**config.mk**
```make
export PLATFORM = sky130hd
export DESIGN_NAME = msg_mbox_router
export DESIGN_NICKNAME = d
export VERILOG_FILES = /design/src/rtl/msg_router_pkg.sv /design/src/rtl/msg_router_basetab.sv /design/src/rtl/msg_router_ctrl.sv /design/src/rtl/msg_router_dp.sv /design/src/rtl/msg_mbox_router.sv
export SDC_FILE = /design/constraint.sdc
export NUM_CORES = 1
export LEC_CHECK = 0
export BUFFER_PORTS_ARGS = -buffer_cell sky130_fd_sc_hd__buf_4
export CORE_ASPECT_RATIO = 1.75
export CORE_MARGIN = 5
export CORE_UTILIZATION = 50
export DETAILED_ROUTE_END_ITERATION = 16
export PLACE_DENSITY_LB_ADDON = 0.2
export RECOVER_POWER = 50
export SKIP_LAST_GASP = 1
export SYNTH_ARGS = -nofsm -noshare
export SYNTH_HDL_FRONTEND = slang
export SYNTH_HIERARCHICAL = 1
export SYNTH_SLANG_ARGS = --single-unit
```
**constraint.sdc**
```tcl
create_clock -name clk -period 11.5 [get_ports clk]
set_clock_uncertainty 0.2 [all_clocks]
set_input_delay 1.725 -clock clk [delete_from_list [all_inputs] [get_ports clk]]
set_output_delay 1.725 -clock clk [all_outputs]
set_load 0.005 [all_outputs]
```
**src/rtl/msg_router_pkg.sv**
```systemverilog
package msg_router_pkg;

  localparam logic [3:0] FT_MSG    = 4'd11;
  localparam logic [3:0] FT_ALT    = 4'd13;
  localparam logic [3:0] TT_ALT_OK = 4'd1;

  typedef enum logic [1:0] {
    ST_IDLE,
    ST_CAPT,
    ST_SKIP
  } rtState_t;

  typedef struct packed {
    logic latchHdr;
    logic clrCnt;
    logic incCnt;
    logic markAccept;
    logic markReject;
    logic issueDma;
    logic flagErr;
  } ctrlStrobes_t;

endpackage

```
**src/rtl/msg_router_basetab.sv**
```systemverilog
module msg_router_basetab #(
  parameter int ADDR_W = 32,
  parameter int MBOX_W = 2,
  localparam int NUM_ENT = 1 << MBOX_W
) (
  input  logic              clk,
  input  logic              rstN,
  input  logic              we,
  input  logic [MBOX_W-1:0] wIdx,
  input  logic [ADDR_W-1:0] wData,
  input  logic [MBOX_W-1:0] rIdx,
  output logic [ADDR_W-1:0] rData
);

  logic [NUM_ENT-1:0][ADDR_W-1:0] tab;

  always_ff @(posedge clk) begin
    for (int e = 0; e < NUM_ENT; e++) begin
      if (!rstN) begin
        tab[e] <= '0;
      end else if (we && (wIdx == MBOX_W'(e))) begin
        tab[e] <= wData;
      end
    end
  end

  assign rData = tab[rIdx];

endmodule

```
**src/rtl/msg_router_ctrl.sv**
```systemverilog
module msg_router_ctrl
  import msg_router_pkg::*;
(
  input  logic         clk,
  input  logic         rstN,
  input  logic         hdrValid,
  input  logic         hdrIsMsg,
  input  logic         byteValid,
  input  logic         byteLast,
  input  logic         cntFull,
  output ctrlStrobes_t strobes,
  output logic         inCapture
);

  rtState_t state, stateNext;

  always_comb begin
    strobes   = '0;
    stateNext = state;
    unique case (state)
      ST_IDLE: begin
        if (hdrValid) begin
          strobes.latchHdr = 1'b1;
          strobes.clrCnt   = 1'b1;
          if (hdrIsMsg) begin
            strobes.markAccept = 1'b1;
            stateNext          = ST_CAPT;
          end else begin
            strobes.markReject = 1'b1;
            stateNext          = ST_SKIP;
          end
        end
      end
      ST_CAPT: begin
        if (byteValid) begin
          strobes.incCnt = !cntFull;
          if (byteLast) begin
            strobes.issueDma = !cntFull;
            strobes.flagErr  = cntFull;
            stateNext        = ST_IDLE;
          end
        end
      end
      ST_SKIP: begin
        if (byteValid && byteLast) stateNext = ST_IDLE;
      end
      default: stateNext = ST_IDLE;
    endcase
  end

  always_ff @(posedge clk) begin
    if (!rstN) state <= ST_IDLE;
    else       state <= stateNext;
  end

  assign inCapture = (state == ST_CAPT);

endmodule

```
**src/rtl/msg_router_dp.sv**
```systemverilog
module msg_router_dp
  import msg_router_pkg::*;
#(
  parameter int ADDR_W    = 32,
  parameter int MBOX_W    = 2,
  parameter int SEG_W     = 4,
  parameter int BUF_BYTES = 256,
  localparam int BUF_AW   = $clog2(BUF_BYTES),
  localparam int LEN_W    = BUF_AW + 1,
  localparam int MAX_CODE = BUF_AW - 3
) (
  input  logic              clk,
  input  logic              rstN,
  input  ctrlStrobes_t      strobes,
  input  logic              inCapture,
  input  logic [3:0]        hdrFtype,
  input  logic [3:0]        hdrTtype,
  input  logic [MBOX_W-1:0] hdrMbox,
  input  logic [SEG_W-1:0]  hdrSegNum,
  input  logic [SEG_W-1:0]  hdrLastSeg,
  input  logic [2:0]        hdrSizeCode,
  input  logic              byteValid,
  input  logic [7:0]        byteData,
  input  logic              cfgWe,
  input  logic [MBOX_W-1:0] cfgIdx,
  input  logic [ADDR_W-1:0] cfgBase,
  output logic              hdrIsMsg,
  output logic              cntFull,
  output logic              routeMsg,
  output logic              routeOther,
  output logic              bufWrEn,
  output logic [BUF_AW-1:0] bufWrAddr,
  output logic [7:0]        bufWrData,
  output logic              dmaValid,
  output logic [ADDR_W-1:0] dmaAddr,
  output logic [LEN_W-1:0]  dmaLen,
  output logic              descValid,
  output logic [MBOX_W-1:0] descMbox,
  output logic [ADDR_W-1:0] descAddr,
  output logic              segErr
);

  logic [MBOX_W-1:0] mboxQ;
  logic [SEG_W-1:0]  segQ, lastSegQ;
  logic [2:0]        sizeQ;
  logic [LEN_W-1:0]  cnt;
  logic [ADDR_W-1:0] baseSel;
  logic [2:0]        effSize;
  logic [3:0]        shiftAmt;
  logic [ADDR_W-1:0] segOff;

  assign hdrIsMsg = (hdrFtype == FT_MSG) ||
                    ((hdrFtype == FT_ALT) && (hdrTtype == TT_ALT_OK));

  assign cntFull   = (cnt == LEN_W'(BUF_BYTES));
  assign bufWrEn   = inCapture && byteValid && !cntFull;
  assign bufWrAddr = cnt[BUF_AW-1:0];
  assign bufWrData = byteData;

  msg_router_basetab #(
    .ADDR_W(ADDR_W),
    .MBOX_W(MBOX_W)
  ) u_basetab (
    .clk  (clk),
    .rstN (rstN),
    .we   (cfgWe),
    .wIdx (cfgIdx),
    .wData(cfgBase),
    .rIdx (mboxQ),
    .rData(baseSel)
  );

  always_comb begin
    effSize  = (sizeQ > 3'(MAX_CODE)) ? 3'(MAX_CODE) : sizeQ;
    shiftAmt = 4'd3 + {1'b0, effSize};
    segOff   = ADDR_W'(segQ) << shiftAmt;
  end

  always_ff @(posedge clk) begin
    if (!rstN) begin
      mboxQ    <= '0;
      segQ     <= '0;
      lastSegQ <= '0;
      sizeQ    <= '0;
    end else if (strobes.latchHdr) begin
      mboxQ    <= hdrMbox;
      segQ     <= hdrSegNum;
      lastSegQ <= hdrLastSeg;
      sizeQ    <= hdrSizeCode;
    end
  end

  always_ff @(posedge clk) begin
    if (!rstN || strobes.clrCnt) cnt <= '0;
    else if (strobes.incCnt)     cnt <= cnt + 1'b1;
  end

  always_ff @(posedge clk) begin
    if (!rstN) begin
      routeMsg   <= 1'b0;
      routeOther <= 1'b0;
      dmaValid   <= 1'b0;
      dmaAddr    <= '0;
      dmaLen     <= '0;
      descValid  <= 1'b0;
      descMbox   <= '0;
      descAddr   <= '0;
      segErr     <= 1'b0;
    end else begin
      routeMsg   <= strobes.markAccept;
      routeOther <= strobes.markReject;
      dmaValid   <= strobes.issueDma;
      segErr     <= strobes.flagErr;
      descValid  <= strobes.issueDma && (segQ == lastSegQ);
      if (strobes.issueDma) begin
        dmaAddr  <= baseSel + segOff;
        dmaLen   <= cnt + 1'b1;
        descMbox <= mboxQ;
        descAddr <= baseSel;
      end
    end
  end

endmodule

```
**src/rtl/msg_mbox_router.sv**
```systemverilog
module msg_mbox_router
  import msg_router_pkg::*;
#(
  parameter int ADDR_W    = 32,
  parameter int MBOX_W    = 2,
  parameter int SEG_W     = 4,
  parameter int BUF_BYTES = 256,
  localparam int BUF_AW   = $clog2(BUF_BYTES),
  localparam int LEN_W    = BUF_AW + 1
) (
  input  logic              clk,
  input  logic              rstN,
  input  logic              hdrValid,
  input  logic [3:0]        hdrFtype,
  input  logic [3:0]        hdrTtype,
  input  logic [MBOX_W-1:0] hdrMbox,
  input  logic [SEG_W-1:0]  hdrSegNum,
  input  logic [SEG_W-1:0]  hdrLastSeg,
  input  logic [2:0]        hdrSizeCode,
  input  logic              byteValid,
  input  logic [7:0]        byteData,
  input  logic              byteLast,
  input  logic              cfgWe,
  input  logic [MBOX_W-1:0] cfgIdx,
  input  logic [ADDR_W-1:0] cfgBase,
  output logic              routeMsg,
  output logic              routeOther,
  output logic              bufWrEn,
  output logic [BUF_AW-1:0] bufWrAddr,
  output logic [7:0]        bufWrData,
  output logic              dmaValid,
  output logic [ADDR_W-1:0] dmaAddr,
  output logic [LEN_W-1:0]  dmaLen,
  output logic              descValid,
  output logic [MBOX_W-1:0] descMbox,
  output logic [ADDR_W-1:0] descAddr,
  output logic              segErr
);

  ctrlStrobes_t strobes;
  logic         inCapture;
  logic         hdrIsMsg;
  logic         cntFull;

  msg_router_ctrl u_ctrl (
    .clk      (clk),
    .rstN     (rstN),
    .hdrValid (hdrValid),
    .hdrIsMsg (hdrIsMsg),
    .byteValid(byteValid),
    .byteLast (byteLast),
    .cntFull  (cntFull),
    .strobes  (strobes),
    .inCapture(inCapture)
  );

  msg_router_dp #(
    .ADDR_W   (ADDR_W),
    .MBOX_W   (MBOX_W),
    .SEG_W    (SEG_W),
    .BUF_BYTES(BUF_BYTES)
  ) u_dp (
    .clk        (clk),
    .rstN       (rstN),
    .strobes    (strobes),
    .inCapture  (inCapture),
    .hdrFtype   (hdrFtype),
    .hdrTtype   (hdrTtype),
    .hdrMbox    (hdrMbox),
    .hdrSegNum  (hdrSegNum),
    .hdrLastSeg (hdrLastSeg),
    .hdrSizeCode(hdrSizeCode),
    .byteValid  (byteValid),
    .byteData   (byteData),
    .cfgWe      (cfgWe),
    .cfgIdx     (cfgIdx),
    .cfgBase    (cfgBase),
    .hdrIsMsg   (hdrIsMsg),
    .cntFull    (cntFull),
    .routeMsg   (routeMsg),
    .routeOther (routeOther),
    .bufWrEn    (bufWrEn),
    .bufWrAddr  (bufWrAddr),
    .bufWrData  (bufWrData),
    .dmaValid   (dmaValid),
    .dmaAddr    (dmaAddr),
    .dmaLen     (dmaLen),
    .descValid  (descValid),
    .descMbox   (descMbox),
    .descAddr   (descAddr),
    .segErr     (segErr)
  );

endmodule

```
== After elaboration in Yosys (flattened, before gate mapping) ==
Cells that the tools add are included.

* Muxes and demuxes: 18
* $add $sub $neg: 3
* Eq/ne operators: 14
* Reduce and logical (&&, ||, !) cells: 18
* Shift operators: 1
* Order comparisons: 2

{| class="wikitable"
|+ Operator list
! operator !! number
|-
| $bmux 32 s2 || 1
|-
| $add 32x32->32 || 1
|-
| $mux 32 || 1
|-
| $shl 4x4->32 || 1
|-
| $mux 2 || 10
|-
| $add 9x1->9 const B || 1
|-
| $eq 9x9->1 const B || 1
|-
| $logic_and 1x1->1 || 9
|-
| $eq 4x4->1 const B || 2
|-
| $reduce_and 4->1 || 2
|-
| $eq 2x2->1 const B || 3
|-
| $ne 2x2->1 const B || 3
|-
| $pmux 2 s3 || 1
|-
| $add 2x3->4 const A || 1
|-
| $eq 2x1->1 const B || 2
|-
| $eq 4x1->1 const B || 1
|-
| $eq 4x4->1 || 1
|-
| $logic_not 2->1 || 2
|-
| $mux 1 || 4
|-
| $gt 3x3->1 const B || 1
|-
| $lt 2x3->1 const B || 1
|-
| $mux 3 || 1
|-
| $reduce_and 3->1 || 1
|-
| $logic_not 1->1 || 2
|-
| 2 further kinds || 3
|}

* Output and inout bits: 97
* Logic and storage cells: 75
* Register bits: 232
* Input bits: 69

== Logic depth before layout (Yosys ltp) ==
Gate-level depths: netlist (run 1).

* Depth in word-level cells: 6
* Depth in mapped cells: 17
* Depth with buffers taken out: 15

== Hierarchy ==
The synthesis (run 1) kept the hierarchy.

{| class="wikitable"
|+ Modules (own cells, without submodules)
! module !! cells each !! seq. area each (sq um) !! instances !! area each (sq um)
|-
| msg_router_dp || 649 || 2042.0 || 1 || 5535.3
|-
| msg_router_basetab || 493 || 2562.5 || 1 || 5530.3
|-
| msg_router_ctrl || 17 || 40.0 || 1 || 145.1
|}

== Worst setup path before layout (run 1) ==
Ideal clock, no wire load.

* Path kind: flip-flop to flip-flop
* From: reg u_dp.sizeQ[0]
* To: reg u_dp.dmaAddr[15]
* Required time: 11.178 ns
* Clock period less this slack: 3.816 ns
* Arrival time: 3.494 ns
* Path buffers: 2
* Cell stages (with the launch flop): 18
* Slack: 7.684 ns
* Library setup time: 0.122 ns
* Cells stage by stage: dfxtp_1 clkbuf_1 a21oi_1 ha_1 clkbuf_1 inv_1 nand2_1 a21oi_1 nand2_1 o21ai_0 ha_1 and4_1 and2_1 a311o_2 a21o_1 nor3b_2 mux2i_1 a311o_1

* Cells in the longest elaborated chain, start to end: 5

{| class="wikitable"
|+ RTL lines
! what !! RTL line !! RTL
|-
| from (decl) || msg_router_dp.sv:45 || <nowiki>logic [2:0] sizeQ;</nowiki>
|-
| from (signal assigned) || msg_router_dp.sv:89 || <nowiki>sizeQ <= hdrSizeCode;</nowiki>
|-
| $gt 3x3->1 || msg_router_dp.sv:74 || <nowiki>effSize = (sizeQ > 3'(MAX_CODE)) ? 3'(MAX_CODE) : sizeQ;</nowiki>
|-
| $mux 3 * || msg_router_dp.sv:74 ||
|-
| $add 2x3->4 * || msg_router_dp.sv:75 || <nowiki>shiftAmt = 4'd3 + {1'b0, effSize};</nowiki>
|-
| $shl 4x4->32 * || msg_router_dp.sv:76 || <nowiki>segOff = ADDR_W'(segQ) << shiftAmt;</nowiki>
|-
| $add 32x32->32 * || msg_router_dp.sv:116 || <nowiki>dmaAddr <= baseSel + segOff;</nowiki>
|-
| to (signal assigned) || msg_router_dp.sv:116 ||
|-
| to (decl) || msg_router_dp.sv:35 || <nowiki>output logic [ADDR_W-1:0] dmaAddr,</nowiki>
|}

Every way passes the cells marked *; elsewhere a longest branch is shown, timed or not.
A chain may end at the register's enable or synchronous reset.

==> results of run 1 <==
## metal layers
metal | GRT usage | share of wire
met1 | 0.252 | 0.40
met2 | 0.373 | 0.51
met3 | 0.0280 | 0.046
met4 | 0.0765 | 0.035
met5 | 0 | 0
## logic make-up (layout without fill, tap and decap cells)
| family | Yosys count | in the layout |
|---|---|---|
| and+or+nand+nor | 409 | 409 |
| DFF | 232 | 232 |
| adders and majority gates | 23 | 23 |
| xor gates and xnor gates | 38 | 38 |
| other | 1 | 3 |
| buffers and inverters | 104 | 208 |
| AOI/OAI and AO/OA | 127 | 127 |
| muxes | 225 | 225 |
## worst max-delay path by stage
stage / depth (start not counted) / endpoint / from / slack (ns)
3_5_place_dp: 7 / u_dp/dmaAddr[20] / byteValid / 6.75
3_3_place_gp: 7 / u_dp/dmaAddr[20] / byteValid / 6.77
5_1_grt: 5 / u_dp/u_basetab/tab[68] / rstN / 5.21
4_1_cts: 14 / u_dp/dmaAddr[23] / u_dp/sizeQ[2] / 6.93
2_1_floorplan: 17 / u_dp/dmaAddr[15] / u_dp/sizeQ[0] / 7.68
6_report: 5 / u_dp/u_basetab/tab[68] / rstN / 5.68
## report_power, final
| group | switching, mW | internal [mW] | total [mW] | leakage [nW] |
|---|---|---|---|---|
| logic | 0.0906 | 0.0673 | 0.158 | 3.20 |
| registers | 0.0142 | 0.823 | 0.838 | 1.88 |
| clock network | 0.303 | 0.416 | 0.719 | 0.358 |
## area by class of cell
type	count	area, um^2
well taps	296	370
inverters	9	33.8
clock buffers	32	649
clock inverters	7	70.1
multi-input cells	825	5960
repair buffers	160	1140
fillers	2014	9200
flip-flops and latches	232	4650
## worst max-delay path, cell delays in order
cell	delay, ns
clkbuf_1	1.06
clkbuf_1	1.80
buf_4	0.94
nand2_1	0.27
mux2i_1	0.21
## cell usage in the layout, fill, tap and decap left out, types with 3 or more instances in the layout
cell / Yosys / final
or2_2: 3 / 3
conb_1: 1 / 3
nand2_1: 209 / 209
mux4_2: 31 / 31
clkbuf_1: 30 / 21
nor3_1: 10 / 10
ha_1: 22 / 22
nand2b_1: 4 / 4
and2_1: 10 / 9
o21bai_1: 5 / 5
a211oi_1: 17 / 17
a31oi_1: 4 / 4
clkbuf_16: 0 / 23
or3_1: 3 / 3
mux2_2: 4 / 4
nor2_1: 107 / 107
xor2_1: 18 / 18
buf_4: 20 / 77
clkbuf_8: 0 / 4
nor2b_1: 4 / 4
a21oi_1: 40 / 40
a211oi_2: 5 / 5
dfxtp_1: 232 / 231
mux2i_1: 188 / 188
nand3_1: 21 / 21
inv_1: 9 / 9
clkbuf_4: 0 / 67
clkinv_2: 0 / 4
o21ai_0: 30 / 30
nand4_1: 9 / 9
xnor2_1: 20 / 20
and3_1: 11 / 11
a21o_1: 5 / 5
## registers in the layout, summed over array words and instances, names as in the netlist
name                cells
u_dp/lastSegQ           4
u_dp/mboxQ              2
u_dp/u_basetab/tab    128
u_dp/dmaAddr           32
u_dp/segQ               4
u_dp/descValid          1
u_dp/dmaLen             9
u_dp/segErr             1
u_dp/routeMsg           1
u_dp/sizeQ              3
u_dp/dmaValid           1
u_dp/descAddr          32
u_dp/cnt                9
u_dp/descMbox           2
u_dp/routeOther         1
u_ctrl/state            2
## Yosys cell counts (3+ instances only)
master,number
o21bai_1,5
inv_1,9
nand2b_1,4
a211oi_2,5
dfxtp_1,232
nor2b_1,4
nor2_1,107
xor2_1,18
buf_6,13
nand2_1,209
nand4_1,9
clkbuf_1,30
or2_2,3
and2_1,10
and3_1,11
buf_2,21
mux2_2,4
nor3b_2,3
o21ai_0,30
or3_1,3
xnor2_1,20
a211oi_1,17
nor3_1,10
nand3_1,21
a31oi_1,4
buf_1,9
buf_4,20
mux4_2,31
a21oi_1,40
mux2i_1,188
a21o_1,5
ha_1,22
## per-stage QoR
| step | area, um^2 | cells | setup WS (ns) | utilization |
|---|---|---|---|---|
| final | 12900 | 1561 | 5.68 | 0.583 |
| after global routing | 12900 | 1561 | 5.21 | 0.583 |
| after CTS | 12900 | 1561 | 6.93 | 0.586 |
| after detailed placement | 12200 | 1522 | 6.75 | 0.553 |
| after global placement | 12200 | 1522 | 6.77 | 0.553 |
| after floorplan | 11200 | 1161 | 7.68 | - |
==> metrics.md, run 1 <==
| Metric | Value |
|---|---|
| Power per cell area | `133 nW/um^2` |
| DRC viols | `0` |
| RR Startpoint | `u_dp/sizeQ[2]` |
| Hold Fails Final Rpt | `0` |
| First drt pass iteration count | `5` |
| Area Overhead vs Synth | `14.8%` |
| Antenna viol nets, final | `0` |
| Layout Nets | `1342` |
| Die ar. | `25600 um^2` |
| RR Endpoint | `u_dp/dmaAddr[23]` |
| Final hold slack | `0.256 ns` |
| Yosys warns | `6` |
| Ports | `166` |
| Gate Count Post-Synth | `1159` |
| Initial DRC count | `480` |
| Sequential area share after synthesis | `0.414` |
| Worst hold path endpoint | `u_dp/u_basetab/tab[73]` |
| Crit path arrival time | `6.04 ns` |
| Final Cycle Share | `0.506` |
| Total grt overflow | `0` |
| Asr flop ratio synth | `0` |
| Share of the synthesized area in the top cell type | `0.414` |
| Worst-path clk slew | `0.06 ns` |
| DPL Wire Length | `19.4 mm` |
| Max Clk Rate | `172 MHz` |
| Post-synth EDFFs | `0` |
| Num CTS Buffers | `22` |
| Synthesized-area fraction occupied by and/or/nand/nor cells | `0.160` |
| Clk buf depth | `3` |
| Worst vdd ir | `0.0947 mV` |
| Max transition margin | `-0.608` |
| Drt total wl | `27.3 mm` |
| N_diodes | `0` |
| Clock sink count | `232` |
| CTS resizes | `0` |
| Hold path startpoint | `u_dp/u_basetab/tab[73]` |
| Main combinational cell family by area after synthesis | `multiplexers` |
| Post-synth top area cell | `dfxtp_1` |
| Tmin final | `5.82 ns` |
| Die width | `123 um` |
| Failing checks | `max-capacitance violations, max-slew violations` |
| CTS tree | `done` |
| Slew @ Worst Pin | `2.41 ns` |
| Mapped Area | `11200 um^2` |
| Die span in y | `208 um` |
| WL/cell | `17.5 um` |
| Final Power | `1.72 mW` |
| Post-synthesis compound-gate area fraction | `0.0748` |
| Post CTS Setup Buffer Count | `0` |
| Largest net degree at the start of global routing | `94` |
| LEAKAGE | `5.44 nW` |
| Worst R2R Setup Slack | `6.84 ns` |
| IO Port Bufs | `149` |
| Worst Path Max Fanout | `93` |
| Vias | `8526` |
| Type of origin of the critical path | `input pin` |
| Min-Delay Path Depth | `2` |
| CP Capture Type | `flop` |
| Post-synthesis adder-cell area fraction | `0.0263` |
| Crit Path Category | `in2reg` |
| Tot GR Track Use | `0.209` |
| RSZ-0062 raised after global routing | `false` |
| H-tree levels | `1` |
| Max-slew violation count | `98` |
| Row Count | `72` |
| Status | `finished, violations left` |
| R2r worst-path depth | `13` |
| GPL Wtd Cong | `0.895` |
| Total Neg Setup Slack | `0 ns` |
| Syn_area_per_cell | `9.67 um^2` |
| Antenna violations before repair | `0` |
| Max Cap Viol | `3` |
| Share of cells above drive strength 1 | `0.187` |
| XOR/XNOR Fraction of Synth Area | `0.0297` |
| Worst path required time | `11.72 ns` |
| Netlist cell types | `66` |
| Synth top area cells | `dfxtp_1, mux2i_1, nand2_1` |
| Core area | `22100 um^2` |
| # hold bufs at CTS | `0` |
| Proportion of synthesized area in mux cells | `0.239` |
| Hold Crit Class | `reg2reg` |
| Vias in the first global route | `8544` |
| Clk Latency, worst-skew pair | `0.50 ns` |
| Final setup vio count | `0` |
| Main flop type after synthesis | `dfxtp_1` |
| Seq cells post-synth | `232` |
| Vias/cell | `5.46` |
| Initial Util | `0.508` |
| CTS root buffer | `clkbuf_16` |
| First-pass GRT wire length | `43.7 mm` |
(Power assumes the default switching activity.)
==> run 2, diff against run 1 <==
--- a/config.mk
+++ b/config.mk
@@ -5,6 +5,7 @@
 export SDC_FILE = /design/constraint.sdc
 export NUM_CORES = 1
 export LEC_CHECK = 0
+export ABC_AREA = 1
 export BUFFER_PORTS_ARGS = -buffer_cell sky130_fd_sc_hd__buf_4
 export CORE_ASPECT_RATIO = 1.75
 export CORE_MARGIN = 5
==> constraint.sdc (replaced) <==
create_clock -name clk -period 5.45 [get_ports clk]
set_clock_uncertainty 0.2 [all_clocks]
set_input_delay 0.8175 -clock clk [delete_from_list [all_inputs] [get_ports clk]]
set_output_delay 0.8175 -clock clk [all_outputs]
set_load 0.005 [all_outputs]
==> metrics.md, run 2 <==
| Metric | Value |
|---|---|
| Netlist cell types | `47 (-29%)` |
| Core area | `24400 um^2 (+11%)` |
| GPL Wtd Cong | `0.922 (+3.0%)` |
| Failing checks | `max-capacitance violations, max-slew violations` |
| Crit Path Category | `in2reg` |
| Die span in y | `217 um (+4.4%)` |
| GRT met1 Usage | `0.276 (+0.0236)` |
| Synth top area cells | `dfxtp_1, nand2_1, nor2_1` |
| Max-slew violation count | `133 (+36%)` |
| Commonest non-fill, non-tap cell in the layout | `nand2_1` |
| Row Count | `76 (+5.6%)` |
| Total Neg Setup Slack | `0 ns (unchanged)` |
| Total grt overflow | `0 (unchanged)` |
| Slew @ Worst Pin | `3.20 ns (+0.786 ns)` |
| Most frequent cells in the layout | `nand2_1, nor2_1, inv_1` |
| Num CTS Buffers | `23 (+4.5%)` |
| IO Port Bufs | `149 (unchanged)` |
| Initial DRC count | `856 (+78%)` |
| Mapped Area | `12300 um^2 (+9.5%)` |
| M2 GR Usage | `0.440 (+0.0668)` |
| Placement Cell Area | `13400 um^2 (+9.4%)` |
| DPL Wire Length | `23.1 mm (+19%)` |
| RR Endpoint | `u_dp/dmaAddr[18]` |
| Sequential area share after synthesis | `0.378 (-0.0359)` |
| Share of cells above drive strength 1 | `0.104 (-0.0828)` |
| Share of the synthesized area in the top cell type | `0.378 (-0.0359)` |
| Max transition margin | `-1.13 (-0.524)` |
| Final core occ | `0.572 (-0.0109)` |
| Syn_area_per_cell | `6.35 um^2 (-34%)` |
| Die ar. | `27900 um^2 (+8.8%)` |
| CP Capture Type | `flop` |
| Count leader, synth | `nand2_1` |
| Hold Crit Class | `reg2reg` |
| Post-synth top area cell | `dfxtp_1` |
| Clk buf depth | `3 (unchanged)` |
| Die width | `128 um (+4.3%)` |
| Power per cell area | `287 nW/um^2 (+120%)` |
| Tmin final | `4.24 ns` |
| N_diodes | `0 (unchanged)` |
| R2r worst-path depth | `18 (+5)` |
| Grt met3 use | `0.0263 (-0.00171)` |
| Worst path required time | `5.69 ns (-6.03 ns)` |
| Busiest grt layer | `met2` |
| Clock sink count | `232 (unchanged)` |
| Worst R2R Setup Slack | `1.85 ns (-4.99 ns)` |
| Fin area | `14000 um^2 (+8.7%)` |
| Final Cycle Share | `0.779` |
| H-tree levels | `1 (unchanged)` |
| Hold Fails Final Rpt | `0 (unchanged)` |
| DRC viols | `0 (unchanged)` |
| CTS tree | `done` |
| Worst vdd ir | `0.195 mV (+110%)` |
| Yosys warns | `6 (unchanged)` |
| WL/cell | `14.3 um (-18%)` |
| Asr flop ratio synth | `0 (unchanged)` |
| LEAKAGE | `7.18 nW (+32%)` |
| CTS root buffer | `clkbuf_16` |
| Main flop type after synthesis | `dfxtp_1` |
| Final setup vio count | `0 (unchanged)` |
| Hold path startpoint | `u_dp/descAddr[26]` |
| Seq cells post-synth | `232 (unchanged)` |
| Area Overhead vs Synth | `13.9%` |
| Ports | `166 (unchanged)` |
| CTS resizes | `0 (unchanged)` |
| Type of origin of the critical path | `input pin` |
| Vias/cell | `5.06 (-7.3%)` |
| Worst-path clk slew | `0.07 ns (about the same)` |
| Largest register FFs | `128 (unchanged)` |
| Drt total wl | `33.5 mm (+23%)` |
| # hold bufs at CTS | `0 (unchanged)` |
| Layout Nets | `2101 (+57%)` |
| Initial Util | `0.502 (-0.00573)` |
| Reg with most FFs | `u_dp/u_basetab/tab` |
| Post-synth EDFFs | `0 (unchanged)` |
| Crit path capture | `u_dp/u_basetab/tab[99]` |
| Status | `finished, violations left` |
| Post CTS Setup Buffer Count | `0 (unchanged)` |
| Vias | `11824 (+39%)` |
| First drt pass iteration count | `5 (unchanged)` |
| Clk Latency, worst-skew pair | `0.51 ns (about the same)` |
| Antenna violations before repair | `0 (unchanged)` |
| Gate Count Post-Synth | `1932 (+67%)` |
| Largest net degree at the start of global routing | `100 (+6.4%)` |
| Antenna viol nets, final | `0 (unchanged)` |
| RR Startpoint | `u_dp/sizeQ[2]` |
| First-pass GRT wire length | `54.4 mm (+24%)` |
| Final Power | `4.01 mW (+130%)` |
| Largest registers | `u_dp/u_basetab/tab x128, u_dp/descAddr x32, u_dp/dmaAddr x32` |
| Max Clk Rate | `236 MHz` |
| Vias in the first global route | `11107 (+30%)` |
| Crit path from | `cfgWe` |
| RSZ-0062 raised after global routing | `false` |
| Worst Path Max Fanout | `67 (-28%)` |
| Crit path arrival time | `4.49 ns (-1.55 ns)` |
| Commonest cells in the netlist | `nand2_1, nor2_1, inv_1, dfxtp_1, a21oi_1` |
| Max Cap Viol | `2 (-1)` |
| Tot GR Track Use | `0.235 (+0.0259)` |
[run 2: cell types whose count changed after synthesis, sizes merged, moves of 59 or more]
cell / before / now
inv: 9 / 248
nand2: 209 / 497
o21ai: 31 / 90
o211ai: 2 / 64
mux2i: 188 / 0
nand3: 23 / 84
nor2: 107 / 420
[run 2: layout make-up]
type,instances,area [um^2]
Tap cell,312,390
Sequential cell,232,4650
Timing Repair Buffer,162,1130
Clock inverter,1,8.76
Multi-Input combinational cell,1340,6160
Fill cell,2493,10500
Clock buffer,38,702
Inverter,250,938
[run 2: cell families (layout without fill, tap and decap cells)]
group	Yosys count	in the layout	share of synthesized area
buffers and inverters	362	451	0.120
DFF	232	232	0.378
AOI/OAI and AO/OA	256	256	0.122
xor gates and xnor gates	20	20	0.0143
other	1	3	0.000306
and+or+nand+nor	1038	1038	0.341
adders and majority gates	23	23	0.0241
[run 2: power by group]
part           internal [mW]  switching, mW
clock network          0.873          0.656
logic                  0.222          0.460
registers               1.76         0.0454
[run 2: how the worst min path moves through the flow]
stage	end	cells after the start
after CTS	u_dp/descAddr[26]	2
after global routing	u_dp/descAddr[30]	2
after floorplan	u_dp/descValid	1
final	u_dp/descAddr[26]	2
after global placement	u_dp/descAddr[23]	2
after detailed placement	u_dp/descAddr[26]	2
[run 2: stage by stage]
step           hold slack, ns  setup slack, ns  std cells
6_report                0.264             1.21       2335
2_1_floorplan           0.236             2.29       1934
5_1_grt                 0.290            0.819       2335
3_5_place_dp            0.260             1.91       2296
4_1_cts                 0.269             1.89       2335
3_3_place_gp            0.255             1.91       2296
[run 2: per-layer routing]
metal  up-vias  routed length (um)
met5         -                   0
met4         0                 848
met3        48                1650
met2       264               17500
met1      5391               13500
li1       6121                   -
[run 2: critical path, cell delays in order]
cell	delay, ns
clkbuf_1	2.22
nand3_2	0.11
clkbuf_2	0.86
nand2_1	0.27
nand2_1	0.07
nor2_1	0.11
